<file path="src/rtl/cpe_pkg.sv">
package cpe_pkg;
    localparam int OPND_W       = 32;
    localparam int OPND_WAY_LSB = 0;
    localparam int OPND_WAY_W   = 4;
    localparam int OPND_SET_LSB = 4;
    localparam int OPND_SET_W   = 8;
    localparam int OPND_RSV_LSB = OPND_SET_LSB + OPND_SET_W;
    localparam int WORD_W       = 32;

    typedef enum logic [1:0] {
        ST_IDLE  = 2'd0,
        ST_FLUSH = 2'd1,
        ST_SWEEP = 2'd2
    } eng_state_e;

    typedef enum logic {
        OP_PUSH    = 1'b0,
        OP_INV_ALL = 1'b1
    } cmd_op_e;

    function automatic logic rsv_clear(input logic [OPND_W-1:0] op);
        return op[OPND_W-1:OPND_RSV_LSB] == '0;
    endfunction
endpackage

</file>
<file path="src/rtl/cpe_decode.sv">
module cpe_decode
    import cpe_pkg::*;
#(
    parameter int NUM_SETS = 128,
    parameter int WAYS     = 4,
    localparam int SET_W   = $clog2(NUM_SETS),
    localparam int WAY_W   = $clog2(WAYS)
) (
    input  logic [OPND_W-1:0] operand,
    output logic [SET_W-1:0]  set_idx,
    output logic [WAY_W-1:0]  way_idx,
    output logic              legal
);
    logic [OPND_SET_W-1:0] set_field;
    logic [OPND_WAY_W-1:0] way_field;

    always_comb begin
        set_field = operand[OPND_SET_LSB +: OPND_SET_W];
        way_field = operand[OPND_WAY_LSB +: OPND_WAY_W];
        set_idx   = set_field[SET_W-1:0];
        way_idx   = way_field[WAY_W-1:0];
        legal     = rsv_clear(operand)
                    && (32'(set_field) < NUM_SETS)
                    && (32'(way_field) < WAYS);
    end
endmodule

</file>
<file path="src/rtl/cpe_sweep.sv">
module cpe_sweep #(
    parameter int NUM_SETS = 128,
    localparam int SET_W   = $clog2(NUM_SETS),
    localparam logic [SET_W-1:0] LAST_SET = SET_W'(NUM_SETS - 1)
) (
    input  logic             clk,
    input  logic             rst,
    input  logic             start,
    output logic             active,
    output logic [SET_W-1:0] set_idx,
    output logic             last
);
    always_ff @(posedge clk) begin
        if (rst) begin
            active  <= 1'b0;
            set_idx <= '0;
        end else if (start) begin
            active  <= 1'b1;
            set_idx <= '0;
        end else if (active) begin
            if (set_idx == LAST_SET) active <= 1'b0;
            else                     set_idx <= set_idx + 1'b1;
        end
    end

    assign last = active && (set_idx == LAST_SET);

    // the clear strobe walks the sets one step per cycle
    a_r7_sweep_step: assert property (@(posedge clk) disable iff (rst)
        active && $past(active) && !$past(last) |-> set_idx == $past(set_idx) + 1'b1);
    a_r7_sweep_origin: assert property (@(posedge clk) disable iff (rst)
        $rose(active) |-> set_idx == '0);
endmodule

</file>
<file path="src/rtl/cache_push_engine.sv">
module cache_push_engine
    import cpe_pkg::*;
#(
    parameter int NUM_SETS   = 128,
    parameter int WAYS       = 4,
    parameter int LINE_WORDS = 4,
    parameter int ADDR_W     = 32,
    localparam int SET_W     = $clog2(NUM_SETS),
    localparam int WAY_W     = $clog2(WAYS),
    localparam int OFF_W     = $clog2(LINE_WORDS * (WORD_W / 8)),
    localparam int TAG_W     = ADDR_W - SET_W - OFF_W,
    localparam int LINE_W    = LINE_WORDS * WORD_W
) (
    input  logic              clk,
    input  logic              rst,
    input  logic              cmd_valid,
    output logic              cmd_ready,
    input  logic              cmd_op,
    input  logic [31:0]       cmd_operand,
    input  logic              cmd_keep,
    output logic              busy,
    output logic              done,
    output logic [SET_W-1:0]  dir_set,
    output logic [WAY_W-1:0]  dir_way,
    input  logic [TAG_W-1:0]  dir_tag,
    input  logic              dir_valid,
    input  logic              dir_dirty,
    input  logic [LINE_W-1:0] dir_data,
    output logic              st_we,
    output logic              st_valid,
    output logic              st_dirty,
    output logic              clr_we,
    output logic              wb_valid,
    input  logic              wb_ready,
    output logic [ADDR_W-1:0] wb_addr,
    output logic [LINE_W-1:0] wb_data
);
    eng_state_e        state;
    logic [SET_W-1:0]  dec_set, f_set, sw_set;
    logic [WAY_W-1:0]  dec_way, f_way;
    logic              dec_legal, f_keep;
    logic              accept, push_go, sweep_go, sw_active, sw_last;
    logic              need_flush;

    cpe_decode #(.NUM_SETS(NUM_SETS), .WAYS(WAYS)) u_decode (
        .operand (cmd_operand),
        .set_idx (dec_set),
        .way_idx (dec_way),
        .legal   (dec_legal)
    );

    cpe_sweep #(.NUM_SETS(NUM_SETS)) u_sweep (
        .clk     (clk),
        .rst     (rst),
        .start   (sweep_go),
        .active  (sw_active),
        .set_idx (sw_set),
        .last    (sw_last)
    );

    assign busy       = (state != ST_IDLE);
    assign cmd_ready  = !busy;
    assign accept     = cmd_valid && cmd_ready;
    assign push_go    = accept && (cmd_op_e'(cmd_op) == OP_PUSH) && dec_legal;
    assign sweep_go   = accept && (cmd_op_e'(cmd_op) == OP_INV_ALL);
    assign need_flush = dir_valid && dir_dirty;
    assign wb_valid   = (state == ST_FLUSH);
    assign clr_we     = (state == ST_SWEEP) && sw_active;

    always_comb begin
        dir_set  = dec_set;
        dir_way  = dec_way;
        st_we    = 1'b0;
        st_valid = 1'b0;
        st_dirty = 1'b0;
        unique case (state)
            ST_FLUSH: begin
                dir_set  = f_set;
                dir_way  = f_way;
                st_we    = wb_ready;
                st_valid = f_keep;
            end
            ST_SWEEP: dir_set = sw_set;
            default:  st_we = push_go && dir_valid && !dir_dirty && !cmd_keep;
        endcase
    end

    always_ff @(posedge clk) begin
        if (rst) begin
            state   <= ST_IDLE;
            done    <= 1'b0;
            f_set   <= '0;
            f_way   <= '0;
            f_keep  <= 1'b0;
            wb_addr <= '0;
            wb_data <= '0;
        end else begin
            done <= 1'b0;
            unique case (state)
                ST_IDLE: begin
                    if (sweep_go) begin
                        state <= ST_SWEEP;
                    end else if (push_go && need_flush) begin
                        state   <= ST_FLUSH;
                        f_set   <= dec_set;
                        f_way   <= dec_way;
                        f_keep  <= cmd_keep;
                        wb_addr <= {dir_tag, dec_set, {OFF_W{1'b0}}};
                        wb_data <= dir_data;
                    end else if (accept) begin
                        done <= 1'b1;
                    end
                end
                ST_FLUSH: if (wb_ready) begin
                    state <= ST_IDLE;
                    done  <= 1'b1;
                end
                ST_SWEEP: if (sw_last) begin
                    state <= ST_IDLE;
                    done  <= 1'b1;
                end
                default: state <= ST_IDLE;
            endcase
        end
    end

    // an offered write-back is held unchanged until taken
    a_r2_wb_hold: assert property (@(posedge clk) disable iff (rst)
        wb_valid && !wb_ready |=> wb_valid && $stable(wb_addr) && $stable(wb_data));
    // a write-back only follows a push of a valid modified line
    a_r5_wb_cause: assert property (@(posedge clk) disable iff (rst)
        $rose(wb_valid) |-> $past(accept && dir_valid && dir_dirty));
    // an illegal push completes next cycle without a write-back
    a_r6_illegal_noop: assert property (@(posedge clk) disable iff (rst)
        accept && !cmd_op && !dec_legal |=> done && !wb_valid);
    a_r6_illegal_nowrite: assert property (@(posedge clk) disable iff (rst)
        accept && !cmd_op && !dec_legal |-> !st_we);
    // set clear and line update never share a cycle
    a_r7_exclusive: assert property (@(posedge clk) disable iff (rst)
        !(st_we && clr_we));
    // no command is taken while a write-back or sweep runs
    a_r8_no_accept: assert property (@(posedge clk) disable iff (rst)
        (wb_valid || clr_we) |-> !cmd_ready);
    // completion pulse follows the handshake
    a_r10_done_after_wb: assert property (@(posedge clk) disable iff (rst)
        wb_valid && wb_ready |=> done && !wb_valid);
endmodule

</file>
<file path="config.mk">
export PLATFORM = sky130hd
export DESIGN_NAME = cache_push_engine
export DESIGN_NICKNAME = d
export VERILOG_FILES = /design/src/rtl/cpe_pkg.sv /design/src/rtl/cpe_decode.sv /design/src/rtl/cpe_sweep.sv /design/src/rtl/cache_push_engine.sv
export SDC_FILE = /design/constraint.sdc
export NUM_CORES = 1
export LEC_CHECK = 0
export BUFFER_PORTS_ARGS = -buffer_cell sky130_fd_sc_hd__buf_2
export CAP_MARGIN = 20
export CELL_PAD_IN_SITES_DETAIL_PLACEMENT = 1
export CELL_PAD_IN_SITES_GLOBAL_PLACEMENT = 1
export CORE_ASPECT_RATIO = 1.4
export CORE_UTILIZATION = 32
export DETAILED_ROUTE_END_ITERATION = 6
export GPL_TIMING_DRIVEN = 1
export PLACE_DENSITY_LB_ADDON = 0.1
export SLEW_MARGIN = 25
export SYNTH_ARGS = -nofsm -noshare
export SYNTH_HDL_FRONTEND = slang
export SYNTH_SLANG_ARGS = --single-unit
</file>
<file path="constraint.sdc">
create_clock -name clk -period 2.3 [get_ports clk]
set_clock_uncertainty 0.15 [all_clocks]
set_input_delay 0.115 -clock clk [delete_from_list [all_inputs] [get_ports clk]]
set_output_delay 0.115 -clock clk [all_outputs]
set_load 0.02 [all_outputs]
</file>
==> results of run 1 <==
[sequential cells by signal (all words and copies together), names as in the netlist]
name             flops
u_sweep.set_idx      7
f_keep               1
wb_addr             22
wb_data            128
f_way                2
done                 1
u_sweep.active       1
state                2
f_set                6
[final cells by class]
cell class / count / area [µm²] / share of cell area (%)
antenna: 1 / 2.50 / 0.0217
clock buffer: 19 / 443 / 3.85
clock inverter: 13 / 95.1 / 0.826
inverter: 6 / 22.5 / 0.196
multi-input combinational: 569 / 3240 / 28.2
sequential: 170 / 3410 / 29.6
tap: 297 / 372 / 3.23
timing repair buffer: 562 / 3930 / 34.2
[power by group through the flow]
| stage | Clock [mW] | Combinational, mW | Sequential [mW] |
|---|---|---|---|
| final | 2.71 | 0.663 | 2.95 |
| after global routing | 2.89 | 0.707 | 2.95 |
| after CTS | 2.77 | 0.648 | 2.95 |
| after detailed placement | 0 | 0.423 | 3.02 |
| after global placement | 0 | 0.422 | 3.02 |
| after floorplan | 0 | 0.181 | 3.02 |
[kinds of logic (layout without fill, tap and decap cells)]
family / Yosys count / after routing / share of synthesized area, %
muxes: 3 / 3 / 0.458
AOI/OAI and AO/OA: 352 / 352 / 25.5
xor gates and xnor gates: 3 / 3 / 0.370
other: 1 / 6 / 0.0528
buffers and inverters: 121 / 600 / 7.17
adders and majority gates: 5 / 5 / 0.881
DFF: 170 / 170 / 47.9
and+or+nand+nor: 201 / 201 / 17.6
[worst min path at each step]
stage,to,cells past startpoint,startpoint
5_1_grt,state[0],5,cmd_operand[22]
3_5_place_dp,wb_data[112],3,dir_data[112]
2_1_floorplan,f_keep,2,cmd_keep
4_1_cts,state[0],5,cmd_operand[3]
3_3_place_gp,wb_data[112],3,dir_data[112]
6_report,state[0],5,cmd_operand[22]
[metal layers]
metal	global-route usage, %	vias to the layer above	part of all wire [%]	wire [µm]
met2	46.6	319	49	15300
met4	11.5	2	3.5	1090
met5	0	-	0.048	15
li1	-	4142	-	-
met3	6.90	65	6.2	1950
met1	31.1	4266	41	12800
[cells in the mapped netlist]
| library cell | number | area [µm²] |
|---|---|---|
| sky130_fd_sc_hd__nor4_2 | 3 | 37.5 |
| sky130_fd_sc_hd__a32o_1 | 1 | 10.0 |
| sky130_fd_sc_hd__buf_6 | 1 | 11.3 |
| sky130_fd_sc_hd__o21ai_0 | 162 | 811 |
| sky130_fd_sc_hd__o21a_1 | 2 | 15.0 |
| sky130_fd_sc_hd__and3b_1 | 1 | 8.76 |
| sky130_fd_sc_hd__o31a_1 | 1 | 8.76 |
| sky130_fd_sc_hd__buf_4 | 5 | 37.5 |
| sky130_fd_sc_hd__and3_1 | 2 | 12.5 |
| sky130_fd_sc_hd__a31oi_1 | 1 | 6.26 |
| sky130_fd_sc_hd__or4_1 | 1 | 7.51 |
| sky130_fd_sc_hd__or3_1 | 3 | 18.8 |
| sky130_fd_sc_hd__a22oi_1 | 7 | 52.6 |
| sky130_fd_sc_hd__inv_1 | 6 | 22.5 |
| sky130_fd_sc_hd__and4_1 | 1 | 8.76 |
| sky130_fd_sc_hd__nor4b_2 | 1 | 15.0 |
| sky130_fd_sc_hd__o41ai_1 | 1 | 8.76 |
| sky130_fd_sc_hd__and2_1 | 3 | 18.8 |
| sky130_fd_sc_hd__conb_1 | 1 | 3.75 |
| sky130_fd_sc_hd__nand4_2 | 1 | 12.5 |
| sky130_fd_sc_hd__nand4_1 | 161 | 1010 |
| sky130_fd_sc_hd__clkbuf_1 | 86 | 323 |
| sky130_fd_sc_hd__o31ai_1 | 1 | 7.51 |
| sky130_fd_sc_hd__buf_2 | 23 | 115 |
| sky130_fd_sc_hd__dfxtp_1 | 170 | 3400 |
| sky130_fd_sc_hd__o211ai_1 | 2 | 15.0 |
| sky130_fd_sc_hd__mux2i_1 | 1 | 10.0 |
| sky130_fd_sc_hd__nand3_1 | 3 | 15.0 |
| sky130_fd_sc_hd__o2111ai_1 | 1 | 8.76 |
| sky130_fd_sc_hd__xor2_1 | 3 | 26.3 |
| sky130_fd_sc_hd__ha_1 | 5 | 62.6 |
| sky130_fd_sc_hd__nand2b_1 | 2 | 12.5 |
| sky130_fd_sc_hd__mux2_2 | 2 | 22.5 |
| sky130_fd_sc_hd__o21ai_1 | 1 | 5.00 |
| sky130_fd_sc_hd__nor2_1 | 14 | 52.6 |
| sky130_fd_sc_hd__nor4_1 | 2 | 12.5 |
| sky130_fd_sc_hd__nand2_1 | 3 | 11.3 |
| sky130_fd_sc_hd__a21oi_1 | 172 | 861 |
[timing repair]
action | 4_1_cts | 5_1_grt
hold endpoints to repair | 162 | 0
setup buffers | 1 | 1
endpoints found under the setup margin | 2 | 11
hold buffers | 163 | 0
resized for setup | 1 | 7
pin swaps | 1 | 1
[critical path: cells and delay by family, from the launching register on]
kind / cells / cell delay [ps]
AO/OA/AOI/OAI: 1 / 210
adder cells (fa/ha/maj): 1 / 200
buffers and inverters: 2 / 250
flip-flops: 1 / 350
AND/OR/NAND/NOR: 3 / 480
==> run summary, run 1 <==
• status: completed
• crit path kind: reg2out
• Netlist Area Pre-Place: 7100 µm²
• sum of negative setup slack: 0 ps
• core box area: 21,800 µm²
• flip-flop and latch count after synthesis: 170
• worst setup slack after placement: 215 ps
• CTS clk-pin slew, worst paths: 70 ps
• category of the worst setup path capture point: output port
• fraction of the yosys area taken by sequential cells: 47.9%
• class of the most critical hold timing path: in2reg
• net switching component of the power: 1.60 mW
• clock root buffer: sky130_fd_sc_hd__clkbuf_16
• highest ir drop seen on vdd: 0.453 mV
• Slew Limit Fails: 0
• deepest level of the CTS H-tree: 4
• clock buffer count from CTS: 17
• final clock period utilization by the worst path: 94.9%
• reg-to-reg endpoint: u_sweep.active
• average instance area after synthesis: 8.29 µm²
• ordered list of cells on the worst path: inv_2, ha_2, and3b_2, and3_4, nand2_1, o41ai_4, buf_4
• buffers added on ports: 360
• post-route core utilization: 52.9%
• routed wirelength normalized by instance count: 19.1 µm
• number of warning messages in the yosys log: 0
• number of antenna violations at the first check in global routing: 1
• Die Footprint: 22,800 µm²
• required time at the worst-slack endpoint: 2040 ps
• final hold slack: 11.2 ps
• final net count: 1,520
• max frequency: 458 MHz
• CP endpoint: st_we
• most frequent cells in the layout: sky130_fd_sc_hd__buf_2, sky130_fd_sc_hd__a21oi_1, sky130_fd_sc_hd__dfxtp_1
• startpoint type of the worst setup path: register
• layout filler cell count: 2,677
• TritonCTS clock tree: yes
• floorplan row count: 64
• routed via count: 8,794
• post-route total power: 6.32 mW
• combinational power share: 10.5%
• antenna-violating nets left: 0
• via count of the first global-routing pass: 9,041
• slowest stage delay, CP: 350 ps
• total wire length: 31.2 mm
• total clock sinks: 170
• clock buffer depth: 2
• leading cell type in the layout, fill and taps excluded: sky130_fd_sc_hd__buf_2
• startpoint of the most critical setup path: state[1]
• CP Data Arrival Time: 1920 ps
• time the worst path needs with I/O delays and setup: 2180 ps
• Fin. Hold Viols: 0
• placed inst area: 9320 µm²
• count of TritonRoute iterations in the first routing pass: 4
• Leakage: 4.79 nW
• largest net degree at the start of global routing: 112
• clock latency of the later-clocked register in the worst-skew pair: 430 ps
• cell with the biggest individual delay on the critical path: sky130_fd_sc_hd__dfxtp_2
• worst relative slew slack: 59.9%
• HPWL Detailed: 19.1 mm
• area growth from synthesis to final layout: 62.2%
• PnR worst setup slack: 118 ps
• Initial Utilization: 32.6%
• switching share of total power: 25.3%
• final cell count without fillers: 1,637
• Die Width: 128 µm
• remaining design rule violation count: 0
• GRT Resource Usage Total: 26.9%
• cell count after placement: 1,439
• final count of negative-setup-slack endpoints: 0
• GP Congestion: 0.772
• mean number of vias per cell: 5.37
• reg-to-reg startpoint: u_sweep.set_idx[1]
• number of primary I/O pins: 366
• number of maximum-capacitance constraint violations: 0
• depth of the worst register-to-register path: 5
• share of final-layout standard cells stronger than drive strength 1: 33.4%
• Pwr Density: 549 nW/µm²
• flop2flop setup slack: 130 ps
• transition time of the tightest slew-check pin: 602 ps
• proportion of power drawn by the clock network: 42.8%
• global-route wire length before repair: 48.2 mm
• portion of total power attributed to sequential cells: 46.7%
• library cells used by synthesis: 38
• gate count of the mapped netlist: 856
• total internal power: 4.72 mW
• violation count after the first detailed-routing iteration: 437
• DIE HEIGHT: 178 µm
• final design area excluding fillers: 11,500 µm²
• critical-path maximum fanout: 5
• Remaining Overflow, GRT: 0
Note: power is estimated with default switching activity, not from simulation.
==> run 2: changes to the inputs <==
--- a/config.mk
+++ b/config.mk
@@ -14,6 +14,7 @@
 export DETAILED_ROUTE_END_ITERATION = 6
 export GPL_TIMING_DRIVEN = 1
 export PLACE_DENSITY_LB_ADDON = 0.1
+export SETUP_SLACK_MARGIN = 0.15
 export SLEW_MARGIN = 25
 export SYNTH_ARGS = -nofsm -noshare
 export SYNTH_HDL_FRONTEND = slang
==> run 2 against run 1 <==
Via count about the same. Critical path depth stayed put. Critical path type unchanged. Register-to-register slack gained 90 ps. Sequential cell count unchanged. Core utilization hardly changed. Combinational power grew 2%. Global-route usage down 0.071 points. Non-clock buffer count fell by 6. Worst hold slack better by 94 ps. Sequential power hardly changed.
==> run summary, run 2 (same netlist as run 1, synthesis figures left out) <==
• net switching component of the power: 1.67 mW
• Die Width: 128 µm
• proportion of power drawn by the clock network: 45.2%
• leading cell type in the layout, fill and taps excluded: sky130_fd_sc_hd__buf_2
• HPWL Detailed: 19.0 mm
• Initial Utilization: 32.6%
• crit path kind: reg2out
• combinational power share: 10.2%
• time the worst path needs with I/O delays and setup: 2110 ps
• worst relative slew slack: 64.8%
• routed wirelength normalized by instance count: 19.6 µm
• clock buffer count from CTS: 17
• violation count after the first detailed-routing iteration: 460
• deepest level of the CTS H-tree: 4
• antenna-violating nets left: 0
• class of the most critical hold timing path: in2reg
• number of primary I/O pins: 366
• clock root buffer: sky130_fd_sc_hd__clkbuf_16
• share of final-layout standard cells stronger than drive strength 1: 33.1%
• max frequency: 474 MHz
• post-route core utilization: 52.9%
• startpoint type of the worst setup path: register
• floorplan row count: 64
• final design area excluding fillers: 11,500 µm²
• highest ir drop seen on vdd: 0.477 mV
• final count of negative-setup-slack endpoints: 0
• category of the worst setup path capture point: output port
• clock latency of the later-clocked register in the worst-skew pair: 430 ps
• number of antenna violations at the first check in global routing: 0
• Remaining Overflow, GRT: 0
• layout filler cell count: 2,658
• total clock sinks: 170
• unrepaired setup endpoints after global routing: yes
• total internal power: 4.96 mW
• critical-path maximum fanout: 5
• required time at the worst-slack endpoint: 2040 ps
• core box area: 21,800 µm²
• CTS clk-pin slew, worst paths: 70 ps
• global-route wire length before repair: 48.2 mm
• Slew Limit Fails: 0
• status: completed
• count of TritonRoute iterations in the first routing pass: 4
• Leakage: 4.79 nW
• placed inst area: 9220 µm²
• total wire length: 31.9 mm
• post-route total power: 6.62 mW
• largest net degree at the start of global routing: 110
• Fin. Hold Viols: 0
• max reg flops: 128
• via count of the first global-routing pass: 9,156
• GP Congestion: 0.782
• TritonCTS clock tree: yes
• final net count: 1,514
• clock buffer depth: 2
• sum of negative setup slack: 0 ps
• transition time of the tightest slew-check pin: 529 ps
• Die Footprint: 22,800 µm²
• GRT Resource Usage Total: 26.8%
• register with the most flip-flops: wb_data
• DIE HEIGHT: 178 µm
• portion of total power attributed to sequential cells: 44.6%
• CP Data Arrival Time: 1840 ps
• switching share of total power: 25.2%
• number of maximum-capacitance constraint violations: 0
• final hold slack: 105 ps
• mean number of vias per cell: 5.40
• routed via count: 8,802
• Pwr Density: 575 nW/µm²
• final clock period utilization by the worst path: 91.7%
• remaining design rule violation count: 0
• buffers added on ports: 360
• most frequent cells in the layout: sky130_fd_sc_hd__buf_2, sky130_fd_sc_hd__a21oi_1, sky130_fd_sc_hd__dfxtp_1
• area growth from synthesis to final layout: 62.4%
• registers with the most flip-flops: wb_data (128), wb_addr (22), u_sweep.set_idx (7)
• antenna cells: 0
==> run 2: final timing paths <==
kind	cells past startpoint	end	slack (ps)	from
setup / recovery	7	st_we	190	state[1]
hold / removal	5	wb_data[86]	110	cmd_operand[21]
setup reg to reg	8	wb_data[36]	220	state[1]
hold reg to reg	2	wb_addr[13]	320	wb_addr[13]
==> run 2: stage by stage <==
| stage | instances | setup WS, ps |
|---|---|---|
| detailed placement | 1430 | 254 |
| global placement | 1430 | 287 |
| CTS | 1628 | 53.5 |
| floorplan | 860 | 254 |
| global route | 1630 | 129 |
| finish | 1630 | 191 |
==> run 2: metal layers <==
metal	wire length, µm	part of all wire, %	vias to the layer above	GRT usage (%)
met3	1810	5.7	62	6.39
met1	12900	40	4297	31.0
met5	0	0	-	0
li1	-	-	4132	-
met2	16100	50	311	46.8
met4	1130	3.5	0	11.6
==> run 2: repair_timing <==
item | CTS | global route
hold endpoints to repair | 162 | 0
gates cloned | 0 | 0
setup buffers | 1 | 2
pin swaps | 3 | 3
hold buffers | 165 | 0
endpoints found under the setup margin | 10 | 96
gates resized for setup | 3 | 10
==> run 2: power by group through the flow <==
stage / sequential [mW] / clock (mW) / combinational, mW
after floorplan: 3.02 / 0 / 0.181
after global placement: 3.02 / 0 / 0.431
after detailed placement: 3.02 / 0 / 0.430
after CTS: 2.95 / 3.07 / 0.662
after global routing: 2.95 / 3.18 / 0.719
final: 2.95 / 3.00 / 0.675
==> run 2: critical path, cell delays in order, from the launching register on <==
cell	delay, ps
sky130_fd_sc_hd__dfxtp_4	370
sky130_fd_sc_hd__inv_4	70
sky130_fd_sc_hd__ha_4	120
sky130_fd_sc_hd__and3b_2	190
sky130_fd_sc_hd__and3_4	190
sky130_fd_sc_hd__nand2_2	60
sky130_fd_sc_hd__o41ai_4	210
sky130_fd_sc_hd__buf_4	200
==> run 2: layout make-up <==
cell class / count / area, µm² / share of cell area [%]
inverter: 6 / 27.5 / 0.239
sequential: 170 / 3410 / 29.6
clock buffer: 17 / 425 / 3.69
timing repair buffer: 556 / 3860 / 33.5
tap: 297 / 372 / 3.22
clock inverter: 15 / 179 / 1.55
multi-input combinational: 569 / 3250 / 28.2
==> run 3: changes to the inputs <==
--- a/config.mk
+++ b/config.mk
@@ -10,6 +10,7 @@
 export CELL_PAD_IN_SITES_DETAIL_PLACEMENT = 1
 export CELL_PAD_IN_SITES_GLOBAL_PLACEMENT = 1
 export CORE_ASPECT_RATIO = 1.4
+export CORE_MARGIN = 2
 export CORE_UTILIZATION = 32
 export DETAILED_ROUTE_END_ITERATION = 6
 export GPL_TIMING_DRIVEN = 1
==> run 3 against run 2 <==
Power is 3.0% higher. Count of clock-buffer cells in the layout is 6 higher. Wire length is 2.0% higher. Cell count is 0.43% higher. Core utilization is 0.63 points higher. Sequential share of layout area is 0.35 points lower. Non-clock buffer count is 7 higher. Die area is 2.7% higher. Sequential power hardly changed. Worst hold slack worse by 87 ps. Global-route usage is 0.78 points lower. Combinational power hardly changed. Highest routed layer unchanged.
==> run summary, run 3 (same netlist as run 1, synthesis figures left out) <==
• antenna-violating nets left: 0
• floorplan row count: 64
• sequential standard cell area: 3410 µm²
• final net count: 1,521
• category of the worst setup path capture point: output port
• worst relative slew slack: 50.9%
• total internal power: 5.25 mW
• combinational power share: 9.9%
• Remaining Overflow, GRT: 0
• CP Depth: 5
• worst hold path depth: 4
• Initial Utilization: 32.6%
• reg-to-reg startpoint: u_sweep.set_idx[0]
• startpoint of the most critical setup path: state[0]
• HPWL Detailed: 18.8 mm
• register with the most flip-flops: wb_data
• Pwr Density: 585 nW/µm²
• flop2flop setup slack: 220 ps
• via count of the first global-routing pass: 9,221
• highest ir drop seen on vdd: 0.475 mV
• slowest stage delay, CP: 370 ps
• clock buffer depth: 2
• worst path bufs/invs: 2
• total wire length: 32.5 mm
• mean number of vias per cell: 5.43
• area growth from synthesis to final layout: 64.3%
• clock buffer count from CTS: 17
• Fin. Hold Viols: 0
• GRT Resource Usage Total: 26.0%
• depth of the worst register-to-register path: 5
• startpoint type of the worst setup path: register
• status: completed
• share of final-layout standard cells stronger than drive strength 1: 33.5%
• transition time of the tightest slew-check pin: 737 ps
• most frequent cells in the layout: sky130_fd_sc_hd__buf_2, sky130_fd_sc_hd__a21oi_1, sky130_fd_sc_hd__dfxtp_1
• cell with the biggest individual delay on the critical path: sky130_fd_sc_hd__dfxtp_4
• required time at the worst-slack endpoint: 2040 ps
• registers with the most flip-flops: wb_data (128), wb_addr (22), u_sweep.set_idx (7)
• Die Width: 130 µm
• number of primary I/O pins: 366
• proportion of power drawn by the clock network: 46.8%
• GP Congestion: 0.819
• count of TritonRoute iterations in the first routing pass: 5
• Die Footprint: 23,400 µm²
• unrepaired setup endpoints after global routing: yes
• layout filler cell count: 2,658
• routed via count: 8,887
• core box area: 21,800 µm²
• net switching component of the power: 1.57 mW
• max reg flops: 128
• portion of total power attributed to sequential cells: 43.3%
• largest net degree at the start of global routing: 140
• leading cell type in the layout, fill and taps excluded: sky130_fd_sc_hd__buf_2
• routed wirelength normalized by instance count: 19.9 µm
• CP endpoint: dir_set[1]
• deepest level of the CTS H-tree: 4
• clock latency of the later-clocked register in the worst-skew pair: 420 ps
• number of maximum-capacitance constraint violations: 0
• Top delay family on crit path: compound AO/OA/AOI/OAI gates
• Leakage: 4.84 nW
• DIE HEIGHT: 180 µm
• CP Data Arrival Time: 1820 ps
• max frequency: 480 MHz
• number of antenna violations at the first check in global routing: 0
• post-route total power: 6.82 mW
• switching share of total power: 23.0%
• TritonCTS clock tree: yes
• time the worst path needs with I/O delays and setup: 2080 ps
• clock root buffer: sky130_fd_sc_hd__clkbuf_16
• CTS clk-pin slew, worst paths: 60 ps
• ordered list of cells on the worst path: inv_4, ha_1, a22oi_1, a21oi_1, buf_2
• critical-path maximum fanout: 9
• crit path kind: reg2out
• Multi-input gate area: 3260 µm²
• final count of negative-setup-slack endpoints: 0
• class of the most critical hold timing path: in2reg
• final clock period utilization by the worst path: 90.6%
• Slew Limit Fails: 0
• violation count after the first detailed-routing iteration: 438
• antenna cells: 0
• reg-to-reg endpoint: state[0]
• remaining design rule violation count: 0
• global-route wire length before repair: 48.9 mm
• buffers added on ports: 360
• sum of negative setup slack: 0 ps
• total clock sinks: 170
==> run 3: cell types whose count changed in the layout (fill, tap and decap cells not counted), sizes merged, moves of 2 or more <==
cell         change
buf              +7
bufinv           +2
clkbuf           +8
dlygate4sd3      -2
inv              -8
==> run 3: worst min-delay path by stage <==
stage	start	endpoint
after floorplan	cmd_keep	f_keep
after global placement	dir_data[35]	wb_data[35]
after detailed placement	dir_data[80]	wb_data[80]
after CTS	cmd_op	state[1]
after global routing	cmd_op	state[1]
final	cmd_op	state[1]
==> run 3: layout make-up <==
class                           count  share of cell area (%)
Timing Repair Buffer              563                    33.8
Clock inverter                      9                    1.37
Inverter                            6                   0.236
Multi-Input combinational cell    569                    27.9
Tap cell                          297                    3.19
Clock buffer                       23                    4.18
Sequential cell                   170                    29.2
==> run 3: worst reg2reg max path: cells and delay by family (launching register included) <==
family                   cells  cell delay [ps]
flip-flops                   1              420
adder cells (fa/ha/maj)      1              240
AND/OR/NAND/NOR              2              680
AO/OA/AOI/OAI                2              520
==> run 3: repair_timing <==
action                                  in CTS  in global routing
gates cloned                                 0                  2
hold buffers                               163                  0
resized for setup                            5                 12
pin swaps                                    2                  4
endpoints found under the setup margin      10                 89
endpoints found under the hold margin      161                  0
setup buffers                                2                  3
==> run 3: per-stage QoR <==
step	cells	hold WS, ps	cell area [µm²]	utilization (%)	worst slack [ps]
after floorplan	860	119	7140	-	254
after global placement	1435	228	9240	42.4	232
after detailed placement	1435	232	9240	42.4	227
after CTS	1632	12.7	11500	53.0	150
after global routing	1637	24.4	11700	53.5	134
final	1637	18.5	11700	53.5	216
==> run 3: power by group through the flow <==
stage	clock network, mW	logic (mW)	registers (mW)
2_1_floorplan	0	0.181	3.02
3_3_place_gp	0	0.422	3.02
3_5_place_dp	0	0.422	3.02
4_1_cts	3.25	0.653	2.95
5_1_grt	3.36	0.714	2.95
6_report	3.19	0.673	2.95
==> run 3: routing by layer <==
| metal | vias up | part of all wire [%] | track usage, % |
|---|---|---|---|
| met5 | - | 0 | 0 |
| met4 | 0 | 4.3 | 12.1 |
| met3 | 81 | 6.2 | 6.26 |
| met2 | 351 | 50 | 44.9 |
| met1 | 4305 | 40 | 29.9 |
| li1 | 4150 | - | - |
